==> config.mk <==
export PLATFORM = sky130hd
export DESIGN_NAME = dual_code_latch
export DESIGN_NICKNAME = d
export VERILOG_FILES = /design/src/rtl/dual_code_latch.sv
export SDC_FILE = /design/constraint.sdc
export NUM_CORES = 1
export LEC_CHECK = 0
export BUFFER_PORTS_ARGS = -buffer_cell sky130_fd_sc_hd__buf_2
export CAP_MARGIN = 20
export CORE_ASPECT_RATIO = 0.6
export CORE_MARGIN = 5
export CORE_UTILIZATION = 50
export CTS_CLUSTER_DIAMETER = 80
export CTS_CLUSTER_SIZE = 12
export DETAILED_ROUTE_END_ITERATION = 12
export PLACE_DENSITY = 0.75
export SYNTH_ARGS = -nofsm -noshare
export SYNTH_HDL_FRONTEND = slang
export SYNTH_SLANG_ARGS = --single-unit
==> constraint.sdc <==
create_clock -name clk -period 2.4 [get_ports clk]
set_input_delay 0.24 -clock clk [delete_from_list [all_inputs] [get_ports clk]]
set_output_delay 0.24 -clock clk [all_outputs]
set_load 0.1 [all_outputs]
==> src/rtl/dual_code_latch.sv <==
module dual_code_latch #(
  parameter int W = 12
) (
  input  logic         clk,
  input  logic         rst_n,
  input  logic [W-1:0] data_i,
  input  logic         cs_n,
  input  logic         sel_a,
  input  logic         ld_a_n,
  input  logic         ld_b_n,
  input  logic         shdn_n,
  output logic [W-1:0] code_a,
  output logic [W-1:0] code_b,
  output logic         en_a,
  output logic         en_b
);
  localparam int CW = W + 5;
  localparam logic [CW-1:0] IDLE = {{W{1'b0}}, 5'b10110};

  logic [1:0]    rst_pipe;
  logic          rst_q;
  logic [CW-1:0] s1, s2;
  logic [W-1:0]  d_s, in_a, in_b, nxt_a, nxt_b;
  logic          cs_s, sel_s, lda_s, ldb_s, shdn_s, en_q;

  always_ff @(posedge clk or negedge rst_n)
    if (!rst_n) rst_pipe <= 2'b00;
    else        rst_pipe <= {rst_pipe[0], 1'b1};
  assign rst_q = rst_pipe[1];

  always_ff @(posedge clk or negedge rst_q)
    if (!rst_q) begin
      s1 <= IDLE;
      s2 <= IDLE;
    end else begin
      s1 <= {data_i, cs_n, sel_a, ld_a_n, ld_b_n, shdn_n};
      s2 <= s1;
    end

  assign {d_s, cs_s, sel_s, lda_s, ldb_s, shdn_s} = s2;

  assign nxt_a = (!cs_s && sel_s)  ? d_s : in_a;
  assign nxt_b = (!cs_s && !sel_s) ? d_s : in_b;

  always_ff @(posedge clk or negedge rst_q)
    if (!rst_q) begin
      in_a   <= '0;
      in_b   <= '0;
      code_a <= '0;
      code_b <= '0;
      en_q   <= 1'b0;
    end else begin
      in_a <= nxt_a;
      in_b <= nxt_b;
      if (!lda_s) code_a <= nxt_a;
      if (!ldb_s) code_b <= nxt_b;
      en_q <= shdn_s;
    end

  assign en_a = en_q;
  assign en_b = en_q;


  reset_zero_chk: assert property (@(posedge clk)
    !rst_q |-> (code_a == '0 && code_b == '0 && in_a == '0 && in_b == '0 && !en_q));


  idle_hold_chk: assert property (@(posedge clk) disable iff (!rst_q)
    cs_s |=> ($stable(in_a) && $stable(in_b)));


  hold_a_chk: assert property (@(posedge clk) disable iff (!rst_q)
    lda_s |=> $stable(code_a));


  hold_b_chk: assert property (@(posedge clk) disable iff (!rst_q)
    ldb_s |=> $stable(code_b));


  through_a_chk: assert property (@(posedge clk) disable iff (!rst_q)
    (!cs_s && sel_s && !lda_s) |=> (code_a == $past(d_s)));


  through_b_chk: assert property (@(posedge clk) disable iff (!rst_q)
    (!cs_s && !sel_s && !ldb_s) |=> (code_b == $past(d_s)));


  shdn_flag_chk: assert property (@(posedge clk) disable iff (!rst_q)
    !shdn_s |=> (!en_a && !en_b));
endmodule

## Word level (Yosys, flattened, before mapping)

Index checks and enable logic that the tools add are counted.

- Div/mod/pow operators: 0
- Bitwise gates (word level): 0
- Order comparisons: 0
- Add/subtract/negate cells: 0
- Multiplexer cells: 2
- Equal/unequal tests: 0
- Shift-type cells: 0
- Reduce and logical (&&, ||, !) cells: 4
- $mul: 0

Operators with widths:

| operator | count |
|---|---|
| $mux W12 | 2 |
| $logic_and A1 B1 Y1 | 2 |
| $logic_not A1 Y1 | 2 |

- Latch bits: 0
- Register bits: 85
- Output and inout port bits: 26
- Memories kept: 0
- RAM bits: 0
- Memory bits (read-only): 0
- Input port bits: 19

## Depth between registers and ports, before layout

Gate-level depths: netlist (run 1).

- Word-level depth: 3
- Gate-level depth with buffers: 4

## Worst setup path after synthesis (run 1)

Ideal clock, no wire load.

- Kind: reg-to-output
- Start: register en_q, in the netlist en_a
- End: output port en_b
- Cell stages (with the launch flop): 2
- Data arrival time: 1.324 ns
- Path buffers: 1
- Slack: 0.836 ns
- Cells stage by stage: dfrtp_1 -> buf_4

RTL lines:

| element | RTL line | source |
|---|---|---|
| start, declared | 24 | `logic cs_s, sel_s, lda_s, ldb_s, shdn_s, en_q;` |
| start signal, assigned | 57 | `en_q <= shdn_s;` |
| end, declared | 15 | `output logic en_b` |

No word-level cell between the ends.

## Worst setup path after layout (run 1)

- Start: register s2[4]
- End: register in_b[9]

- Longest elaborated chain between the ends: 3

Ends and longest elaborated chain:

| element | RTL line | source |
|---|---|---|
| start, declared | 22 | `logic [CW-1:0] s1, s2;` |
| start signal, assigned | 34 | `s2 <= IDLE;` |
| start signal, assigned | 37 | `s2 <= s1;` |
| $logic_not A1 Y1 | 43 | `assign nxt_b = (!cs_s && !sel_s) ? d_s : in_b;` |
| $logic_and A1 B1 Y1 | 43 |  |
| $mux W12 | 43 |  |
| net nxt_b[9] | 23 | `logic [W-1:0] d_s, in_a, in_b, nxt_a, nxt_b;` |
| end signal, assigned | 54 | `in_b <= nxt_b;` |
| end, declared | 23 |  |

The timed path passes the listed nets, and every way through them passes these cells.
A chain may end at the register's enable or synchronous reset.

==> results of run 1 <==
==> sequential cells by signal, indices dropped and copies added, names as in the netlist <==
register and cells:
s1 17, in_b 12, en_a 1, code_b 12, rst_pipe 2, code_a 12, in_a 12, s2 17
==> how the worst max path moves through the flow <==
stage	start	endpoint	slack [ps]	cells past startpoint
after floorplan	en_a	en_b	840	1
after global placement	s2[4]	in_b[0]	650	3
after detailed placement	s2[4]	in_b[9]	610	3
after CTS	s2[4]	in_b[9]	600	3
after global routing	s2[4]	in_b[9]	520	3
final	s2[4]	in_b[9]	590	3
==> power by group <==
part	leakage, nW	internal [mW]	switching (mW)	total (mW)
sequential	1.00	1.59	0.110	1.70
combinational	0.616	0.199	0.609	0.808
clock	0.106	0.616	0.484	1.10
==> final cells by class <==
cell class | instances | area [µm²]
clock buffers | 11 | 141
clock inverters | 5 | 83.8
well taps | 84 | 105
fillers | 471 | 2250
multi-input cells | 99 | 870
inverters | 12 | 45.0
flip-flops and latches | 85 | 2140
repair buffers | 67 | 450
==> synthesized netlist by cell type (2+ instances only) <==
cell      count
a221o_1      12
nor4bb_1     12
clkbuf_1      7
buf_2         6
dfrtp_1      79
nor2b_1      12
o311ai_0     12
mux2_2       24
dfstp_2       6
or4b_2        4
or4b_1        8
inv_1        12
buf_4         2
nand2_1      12
==> worst max-delay path: stages, from the launching register on <==
cell	delay (ps)
dfstp_2	430
nor2_1	600
buf_4	310
mux2_2	350
==> per-stage QoR <==
stage | util, % | total power [mW]
2_1_floorplan | - | 2.37
3_3_place_gp | 56.4 | 2.51
3_5_place_dp | 56.4 | 2.52
4_1_cts | 63.0 | 3.65
5_1_grt | 63.0 | 3.79
6_report | 63.0 | 3.61
==> cell families (layout without fill, tap and decap cells) <==
logic type,after synthesis,count (layout),share of synthesized area [%]
other,1,1,0.120
muxes,24,24,8.63
DFF,85,85,68.2
buffers and inverters,28,95,4.08
and+or+nand+nor,50,50,11.8
AOI/OAI and AO/OA,24,24,7.19
==> routing by layer <==
| metal | vias up | routed length, µm | global-route usage, % |
|---|---|---|---|
| met5 | - | 0 | 0 |
| met4 | 0 | 87 | 6.00 |
| met3 | 10 | 353 | 5.74 |
| met2 | 48 | 2180 | 19.5 |
| met1 | 925 | 2860 | 22.8 |
| li1 | 891 | - | - |
==> timing repair <==
action / in CTS / in global routing
endpoints found under the hold margin: 19 / 0
setup buffers: 0 / 0
hold buffers: 18 / 0
==> results by group, run 1 <==
CTS
  – Post-CTS resize count: 0
  – CTS sink count: 85
  – Worst-Skew Late Latency: 350 ps
  – H-tree Lvls: 3
  – Root Buffer: clkbuf_8
  – Clock transition at path regs: 80 ps
  – CTS tree: done
  – CTS max path bufs: 2
  – TritonCTS buffer count: 9

Placed design
  – Gpl congestion: 0.755
  – Placed insts: 329
  – Post-DP Area: 3430 µm²
  – Input/output buffers: 44
  – DP HPWL: 3590 µm
  – DP Worst Slack: 607 ps

Timing
  – Hold Violations, Final: 0
  – Final worst path period share: 75.6%
  – Layout Skew: 7.74 ps
  – Setup WS post-layout: 585 ps
  – Setup TNS: 0 ps
  – Hold WS: 189 ps
  – Fin. max-slew vios: 0
  – Relative slew slack: 48.6%
  – Max Clk Rate: 0.551 GHz
  – Unrepaired setup endpoints after global routing: false
  – Tmin final: 1810 ps
  – Worst-Margin Slew: 768 ps
  – Final setup fails: 0

Routing
  – Vias per cell: 5.16
  – Routed wire length per instance: 15.1 µm
  – DRT Wirelength: 5480 µm
  – Pre-antenna DRT Iters: 4
  – DRT iter0 DRCs: 102
  – Vias: 1,874
  – DRT antenna net count: 0
  – Residual DRC: 0

Critical path
  – Crit path max fanout: 15
  – FF-to-FF path depth: 3
  – Reg2reg setup slack: 590 ps
  – RR Endpoint: in_b[9]
  – CP Class: reg2reg
  – CP Data Required Time: 2640 ps
  – Startpoint types: register
  – Worst EP arrival: 2050 ps
  – Crit. End Element: register
  – Worst reg2reg path startpoint: s2[4]

Global routing
  – Pin count of the biggest net entering global routing: 49
  – Vias in the first global route: 1,812
  – First-pass GRT wire length: 9330 µm
  – GRT Util Overall: 15.1%
  – Initial antenna violation count: 0
  – GRT Residual Overflow: 0

Synthesis
  – Post-Synthesis Cells: 212
  – Avg Cell Area, Syn: 14.8 µm²
  – Post-synthesis sequential area ratio: 68.2%
  – Top cell type's share of synthesized area: 63.1%
  – Synthesis-stage register bit count: 85
  – Largest cells by area after synthesis: dfrtp_1, mux2_2, dfstp_2, a221o_1, nor4bb_1
  – Yosys warning total: 0
  – Main flop type after synthesis: dfrtp_1
  – Yosys cell types: 18
  – Cell area after synthesis: 3130 µm²
  – FFs w/ async S/R, synth: 100%
  – Synth area leader: dfrtp_1
  – EDFF count, synth: 0
  – Synthesized net count: 231

Final layout
  – Final nets: 293
  – Layout Cells excl Fill: 363
  – Area growth, synth to finish: 22.4%
  – Final Cell Area: 3830 µm²
  – N_diodes: 0
  – Most frequent cells in the layout: dfrtp_1, buf_2, mux2_2
  – Most common cell after layout, fill and taps aside: dfrtp_1
  – Share of layout cells above drive strength 1: 35.5%

Run status
  – Outcome: finished, final reports clean

Min path
  – Tightest Hold Check Type: in2async

Power and ir drop
  – PwrDens: 941 nW/µm²
  – Static Leak: 1.72 nW
  – IR drop worst, VDD: 479 µV

Flow run
  – Max Cap Viol: 0

Die
  – Die area: 8000 µm²
  – Initial core utilization: 51.5%
  – Die W: 112 µm
  – I/O Pins: 45
  – Core Area: 6080 µm²
  – # rows: 22
  – Die height: 71.3 µm
(Power assumes the default switching activity.)
==> inputs of run 2 (changes only) <==
--- a/config.mk
+++ b/config.mk
@@ -13,7 +13,7 @@
 export CTS_CLUSTER_DIAMETER = 80
 export CTS_CLUSTER_SIZE = 12
 export DETAILED_ROUTE_END_ITERATION = 12
-export PLACE_DENSITY = 0.75
+export PLACE_DENSITY = 0.72
 export SYNTH_ARGS = -nofsm -noshare
 export SYNTH_HDL_FRONTEND = slang
 export SYNTH_SLANG_ARGS = --single-unit
==> constraint.sdc (replaced) <==
create_clock -name clk -period 1.89 [get_ports clk]
set_input_delay 0.189 -clock clk [delete_from_list [all_inputs] [get_ports clk]]
set_output_delay 0.189 -clock clk [all_outputs]
set_load 0.1 [all_outputs]
==> run 2 against run 1 <==
Effect of this change:
- via count increased by 1.4%
- largest power group unchanged
- register-to-register slack got worse by 300 ps
- fmax increased by 13%
- non-clock buffer count increased by 4
- final area increased by 0.85%
==> results by group, run 2 (same netlist as run 1, synthesis figures left out) <==
Routing
  – Routed wire length per instance: 15.9 µm (was 15.1 µm)
  – DRT iter0 DRCs: 111 (was 102)
  – DRT antenna net count: 0 (unchanged)
  – Vias per cell: 5.18 (was 5.16)
  – Vias: 1,901 (was 1,874)
  – Pre-antenna DRT Iters: 4 (unchanged)
  – DRT Wirelength: 5830 µm (was 5480 µm)
  – Residual DRC: 0 (unchanged)

CTS
  – CTS max path bufs: 2 (unchanged)
  – Worst-Skew Late Latency: 350 ps (about the same)
  – TritonCTS buffer count: 9 (unchanged)
  – Root Buffer: clkbuf_8 (unchanged)
  – Post-CTS resize count: 0 (unchanged)
  – Post-CTS Setup Bufs: 0 (unchanged)
  – CTS tree: done (unchanged)
  – Clock transition at path regs: 80 ps (about the same)
  – H-tree Lvls: 3 (unchanged)
  – CTS sink count: 85 (unchanged)

Final layout
  – Area growth, synth to finish: 23.5% (was 22.4%)
  – Share of layout cells above drive strength 1: 36.4% (was 35.5%)
  – Biggest regs: s1 (17), s2 (17) (unchanged)
  – Layout Cells excl Fill: 367 (was 363)
  – N_diodes: 0 (unchanged)
  – Most frequent cells in the layout: dfrtp_1, buf_2, mux2_2 (unchanged)
  – Most common cell after layout, fill and taps aside: dfrtp_1 (unchanged)
  – Final nets: 297 (was 293)
  – Fill cells: 476 (was 471)

Timing
  – Fin. max-slew vios: 0 (unchanged)
  – Unrepaired setup endpoints after global routing: false (unchanged)
  – Final setup fails: 0 (unchanged)
  – Max Clk Rate: 0.625 GHz (was 0.551 GHz)
  – Hold Violations, Final: 0 (unchanged)
  – Relative slew slack: 61.5% (was 48.6%)
  – Setup TNS: 0 ps (unchanged)
  – Tmin final: 1600 ps (was 1810 ps)
  – Layout Skew: 10.5 ps (was 7.74 ps)
  – Worst-Margin Slew: 577 ps (was 768 ps)
  – Final worst path period share: 84.6% (was 75.6%)

Power and ir drop
  – Internal power: 3.02 mW (was 2.41 mW)
  – Comb pwr share: 22.6% (was 22.4%)
  – Tot Pwr: 4.56 mW (was 3.61 mW)
  – Static Leak: 1.75 nW (was 1.72 nW)
  – Sw Ratio: 33.7% (was 33.3%)
  – IR drop worst, VDD: 634 µV (was 479 µV)
  – Clock power share: 29.8% (was 30.5%)
  – Sw power: 1.54 mW (was 1.20 mW)
  – Reg power frac: 47.5% (was 47.1%)
  – PwrDens: 1180 nW/µm² (was 941 nW/µm²)

Global routing
  – First-pass GRT wire length: 9860 µm (was 9330 µm)
  – Initial antenna violation count: 0 (unchanged)
  – GRT Util Overall: 16.1% (was 15.1%)
  – Vias in the first global route: 1,834 (was 1,812)
  – Pin count of the biggest net entering global routing: 38 (was 49)
  – GRT Residual Overflow: 0 (unchanged)

Placed design
  – DP HPWL: 3760 µm (was 3590 µm)
  – Placed insts: 333 (was 329)
  – Input/output buffers: 44 (unchanged)
  – Gpl congestion: 0.752 (was 0.755)

Flow run
  – Max Cap Viol: 0 (unchanged)

Critical path
  – Crit path from: s2[4] (unchanged)
  – Startpoint types: register (unchanged)
  – Reg2reg setup slack: 290 ps (was 590 ps)
  – Crit. End Element: register (unchanged)
  – Worst reg2reg path startpoint: s2[4] (unchanged)
  – FF-to-FF path depth: 3 (unchanged)
  – RR Endpoint: in_a[4] (was in_b[9])
  – Worst EP arrival: 1830 ps (was 2050 ps)
  – CP Capture Point: in_a[4] (was in_b[9])
  – Crit path max fanout: 24 (was 15)
  – CP Class: reg2reg (unchanged)
  – CP Data Required Time: 2120 ps (was 2640 ps)

Die
  – I/O Pins: 45 (unchanged)
  – Initial core utilization: 51.5% (unchanged)
  – Die height: 71.3 µm (unchanged)
  – Core Area: 6080 µm² (unchanged)
  – Die W: 112 µm (unchanged)
  – # rows: 22 (unchanged)
  – Die area: 8000 µm² (unchanged)

Run status
  – Outcome: finished, final reports clean (unchanged)

Min path
  – Tightest Hold Check Type: in2async (unchanged)
## run 2: cell types whose count changed in the layout (fill, tap and decap cells not counted), sizes merged
cell and delta:
clkinv +3, clkinvlp -2, clkbuf -1, buf +4
## run 2: layout make-up
cell class	count	area, µm²	area share, %
tap	84	105	2.72
sequential	85	2140	55.3
timing repair buffer	71	493	12.8
inverter	12	45.0	1.17
multi-input combinational	99	870	22.5
clock buffer	10	128	3.30
clock inverter	6	87.6	2.27
## run 2: how the worst min path moves through the flow
| stage | startpoint | to | slack [ps] | depth (start not counted) |
|---|---|---|---|---|
| 2_1_floorplan | rst_n | rst_pipe[0] | -110 | 0 |
| 3_3_place_gp | rst_n | rst_pipe[0] | -30 | 1 |
| 3_5_place_dp | rst_n | rst_pipe[0] | -20 | 1 |
| 4_1_cts | rst_n | rst_pipe[1] | 120 | 2 |
| 5_1_grt | rst_n | rst_pipe[1] | 120 | 2 |
| 6_report | rst_n | rst_pipe[1] | 150 | 2 |
## run 2: metrics by stage
step                hold slack, ps  area (µm²)  setup slack, ps  utilization [%]
floorplan                     -107        3130              377                -
global placement             -26.2        3470              366             57.1
detailed placement           -24.8        3470              309             57.1
CTS                            116        3870              286             63.6
global route                   119        3870              218             63.6
finish                         146        3870              290             63.6
## run 2: critical path, stage by stage (launching register included)
cell,delay (ps)
dfstp_2,660
nand2b_1,140
buf_4,290
mux2_2,380
## run 2: power by group through the flow
stage	sequential (mW)	combinational [mW]	clock [mW]
floorplan	2.76	0.242	0
global placement	2.19	1.00	0
detailed placement	2.20	1.01	0
CTS	2.17	1.04	1.40
global route	2.20	1.08	1.49
finish	2.17	1.03	1.36
## run 2: per-layer routing
metal | vias to the layer above | track usage (%) | share of wire [%]
li1 | 894 | - | -
met1 | 949 | 25.9 | 52
met2 | 51 | 19.3 | 40
met3 | 7 | 5.57 | 6.7
met4 | 0 | 6.00 | 1.2
met5 | - | 0 | 0
## run 2: repair_timing
item	in CTS	in global routing
endpoints found under the setup margin	0	0
endpoints found under the hold margin	19	0
hold buffers	18	0
==> inputs of run 3 (changes only) <==
--- a/config.mk
+++ b/config.mk
@@ -13,7 +13,7 @@
 export CTS_CLUSTER_DIAMETER = 80
 export CTS_CLUSTER_SIZE = 12
 export DETAILED_ROUTE_END_ITERATION = 12
-export PLACE_DENSITY = 0.72
+export PLACE_DENSITY = 0.75
 export SYNTH_ARGS = -nofsm -noshare
 export SYNTH_HDL_FRONTEND = slang
 export SYNTH_SLANG_ARGS = --single-unit
==> constraint.sdc (replaced) <==
create_clock -name clk -period 1.3 [get_ports clk]
set_input_delay 0.13 -clock clk [delete_from_list [all_inputs] [get_ports clk]]
set_output_delay 0.13 -clock clk [all_outputs]
set_load 0.1 [all_outputs]
==> run 3 against run 2 <==
Effect of this change:
- the run now ends with negative setup slack left
- first-iteration DRC count down 45%
- die area unchanged
- via count increased by 2.6%
- setup slack worse by 360 ps
- critical endpoint is now in_a[9]
- largest cell class unchanged
==> results by group, run 3 (same netlist as run 1, synthesis figures left out) <==
Run status
  – Outcome: finished, violations left (was finished, final reports clean)
  – Failing checks: negative setup slack

CTS
  – CTS max path bufs: 2 (unchanged)
  – TritonCTS buffer count: 9 (unchanged)
  – CTS sink count: 85 (unchanged)
  – CTS tree: done (unchanged)
  – Clock transition at path regs: 90 ps (was 80 ps)
  – Worst-Skew Late Latency: 370 ps (was 350 ps)
  – H-tree Lvls: 3 (unchanged)
  – Root Buffer: clkbuf_8 (unchanged)

Placed design
  – DP Worst Slack: -163 ps (was 309 ps)
  – DP HPWL: 3770 µm (was 3760 µm)
  – Gpl congestion: 0.782 (was 0.752)
  – Post-DP Area: 3630 µm² (was 3470 µm²)
  – Input/output buffers: 44 (unchanged)
  – Placed insts: 347 (was 333)

Global routing
  – GRT Util Overall: 15.8% (was 16.1%)
  – First-pass GRT wire length: 9660 µm (was 9860 µm)
  – Initial antenna violation count: 0 (unchanged)
  – Pin count of the biggest net entering global routing: 37 (was 38)
  – GRT Residual Overflow: 0 (unchanged)
  – Vias in the first global route: 1,955 (was 1,834)

Final layout
  – Area growth, synth to finish: 36.2% (was 23.5%)
  – Fill cells: 395 (was 476)
  – Layout Cells excl Fill: 387 (was 367)
  – Final nets: 317 (was 297)
  – Most common cell after layout, fill and taps aside: dfrtp_1 (unchanged)
  – N_diodes: 0 (unchanged)
  – Most frequent cells in the layout: dfrtp_1, buf_4, mux2_2 (was dfrtp_1, buf_2, mux2_2)
  – Final Cell Area: 4270 µm² (was 3870 µm²)
  – Biggest regs: s1 (17), s2 (17) (unchanged)
  – Share of layout cells above drive strength 1: 48.8% (was 36.4%)

Critical path
  – Crit path max fanout: 8 (was 24)
  – Worst Path Buf+Inv: 1 (unchanged)
  – Worst EP arrival: 1620 ps (was 1830 ps)
  – CP top delay family: flip-flops (unchanged)
  – Crit path cell chain: nand2b_4, clkbuf_16, mux2_4 (was nand2b_1, buf_4, mux2_2)
  – Worst path depth: 3 (unchanged)
  – CP max-delay cell: dfstp_2 (unchanged)
  – FF-to-FF path depth: 3 (unchanged)
  – CP Class: reg2reg (unchanged)
  – CP Data Required Time: 1550 ps (was 2120 ps)
  – Crit. End Element: register (unchanged)
  – Startpoint types: register (unchanged)
  – Critical Path Max Stage Delay: 610 ps (was 660 ps)

Timing
  – Unrepaired setup endpoints after global routing: true (was false)
  – Layout Skew: 7.05 ps (was 10.5 ps)
  – Setup WS post-layout: -68.4 ps (was 290 ps)
  – Max Clk Rate: 0.731 GHz (was 0.625 GHz)
  – Fin. max-slew vios: 0 (unchanged)
  – Tmin final: 1370 ps (was 1600 ps)
  – Hold WS: 59.3 ps (was 146 ps)
  – Setup TNS: -1640 ps (was 0 ps)
  – Hold Violations, Final: 0 (unchanged)
  – Final setup fails: 46 (was 0)
  – Final worst path period share: 105% (was 84.6%)

Die
  – # rows: 22 (unchanged)
  – Die area: 8000 µm² (unchanged)
  – Core Area: 6080 µm² (unchanged)
  – Initial core utilization: 51.5% (unchanged)
  – Die W: 112 µm (unchanged)
  – Die height: 71.3 µm (unchanged)
  – I/O Pins: 45 (unchanged)

Power and ir drop
  – Internal power: 4.42 mW (was 3.02 mW)
  – Static Leak: 1.93 nW (was 1.75 nW)
  – Sw Ratio: 34.9% (was 33.7%)
  – Reg power frac: 46.1% (was 47.5%)
  – IR drop worst, VDD: 1590 µV (was 634 µV)
  – Clock power share: 28.1% (was 29.8%)
  – Comb pwr share: 25.8% (was 22.6%)
  – Sw power: 2.37 mW (was 1.54 mW)
  – PwrDens: 1590 nW/µm² (was 1180 nW/µm²)

Routing
  – Routed wire length per instance: 15.1 µm (was 15.9 µm)
  – Pre-antenna DRT Iters: 4 (unchanged)
  – DRT Wirelength: 5850 µm (was 5830 µm)
  – DRT iter0 DRCs: 61 (was 111)
  – DRT antenna net count: 0 (unchanged)
  – Vias per cell: 5.04 (was 5.18)
  – Residual DRC: 0 (unchanged)
  – Vias: 1,951 (was 1,901)

Min path
  – Tightest Hold Check Type: in2async (unchanged)

Flow run
  – Max Cap Viol: 0 (unchanged)
==> run 3: worst paths after layout <==
path                             start     endpoint  slack [ps]
max                              s2[4]      in_a[9]         -70
min reg2reg                rst_pipe[1]         en_a         270
min in group clk                 s1[5]        s2[5]         350
min                              rst_n  rst_pipe[1]          60
max in group asynchronous  rst_pipe[1]    code_a[7]         540
max reg2reg                      s2[4]      in_a[9]         -70
==> run 3: metrics by stage <==
step	utilization, %	total power, mW
finish	70.1	6.78
global route	70.1	7.11
CTS	68.0	6.81
detailed placement	59.6	4.72
global placement	59.6	4.69
floorplan	-	4.39
==> run 3: per-layer routing <==
layer  track usage (%)  routed length (µm)  up-vias
li1                  -                   -      942
met1              19.6                2590      960
met5                 0                   0        -
met3              7.68                 404        7
met4              5.73                  56        0
met2              24.4                2800       42
==> run 3: layout make-up <==
cell class                 count  area, µm²  area share (%)
sequential                    85       2150            50.5
clock inverter                 7       82.6            1.94
multi-input combinational     99        970            22.7
inverter                      12       45.0            1.06
tap                           84        105            2.46
timing repair buffer          91        786            18.4
clock buffer                   9        124            2.90
==> run 3: timing repair <==
action | in CTS | in global routing
resized for setup | 44 | 19
setup buffers | 3 | 2
pin swaps | 4 | 1
gates cloned | 0 | 1
hold endpoints to repair | 19 | 0
hold buffers | 18 | 0
endpoints found under the setup margin | 67 | 50
==> run 3: power by group through the flow <==
stage	Sequential [mW]	Clock [mW]	Combinational (mW)
final	3.13	1.91	1.75
after global routing	3.17	2.11	1.83
after floorplan	4.03	0	0.355
after global placement	3.16	0	1.53
after detailed placement	3.18	0	1.54
after CTS	3.13	1.98	1.69
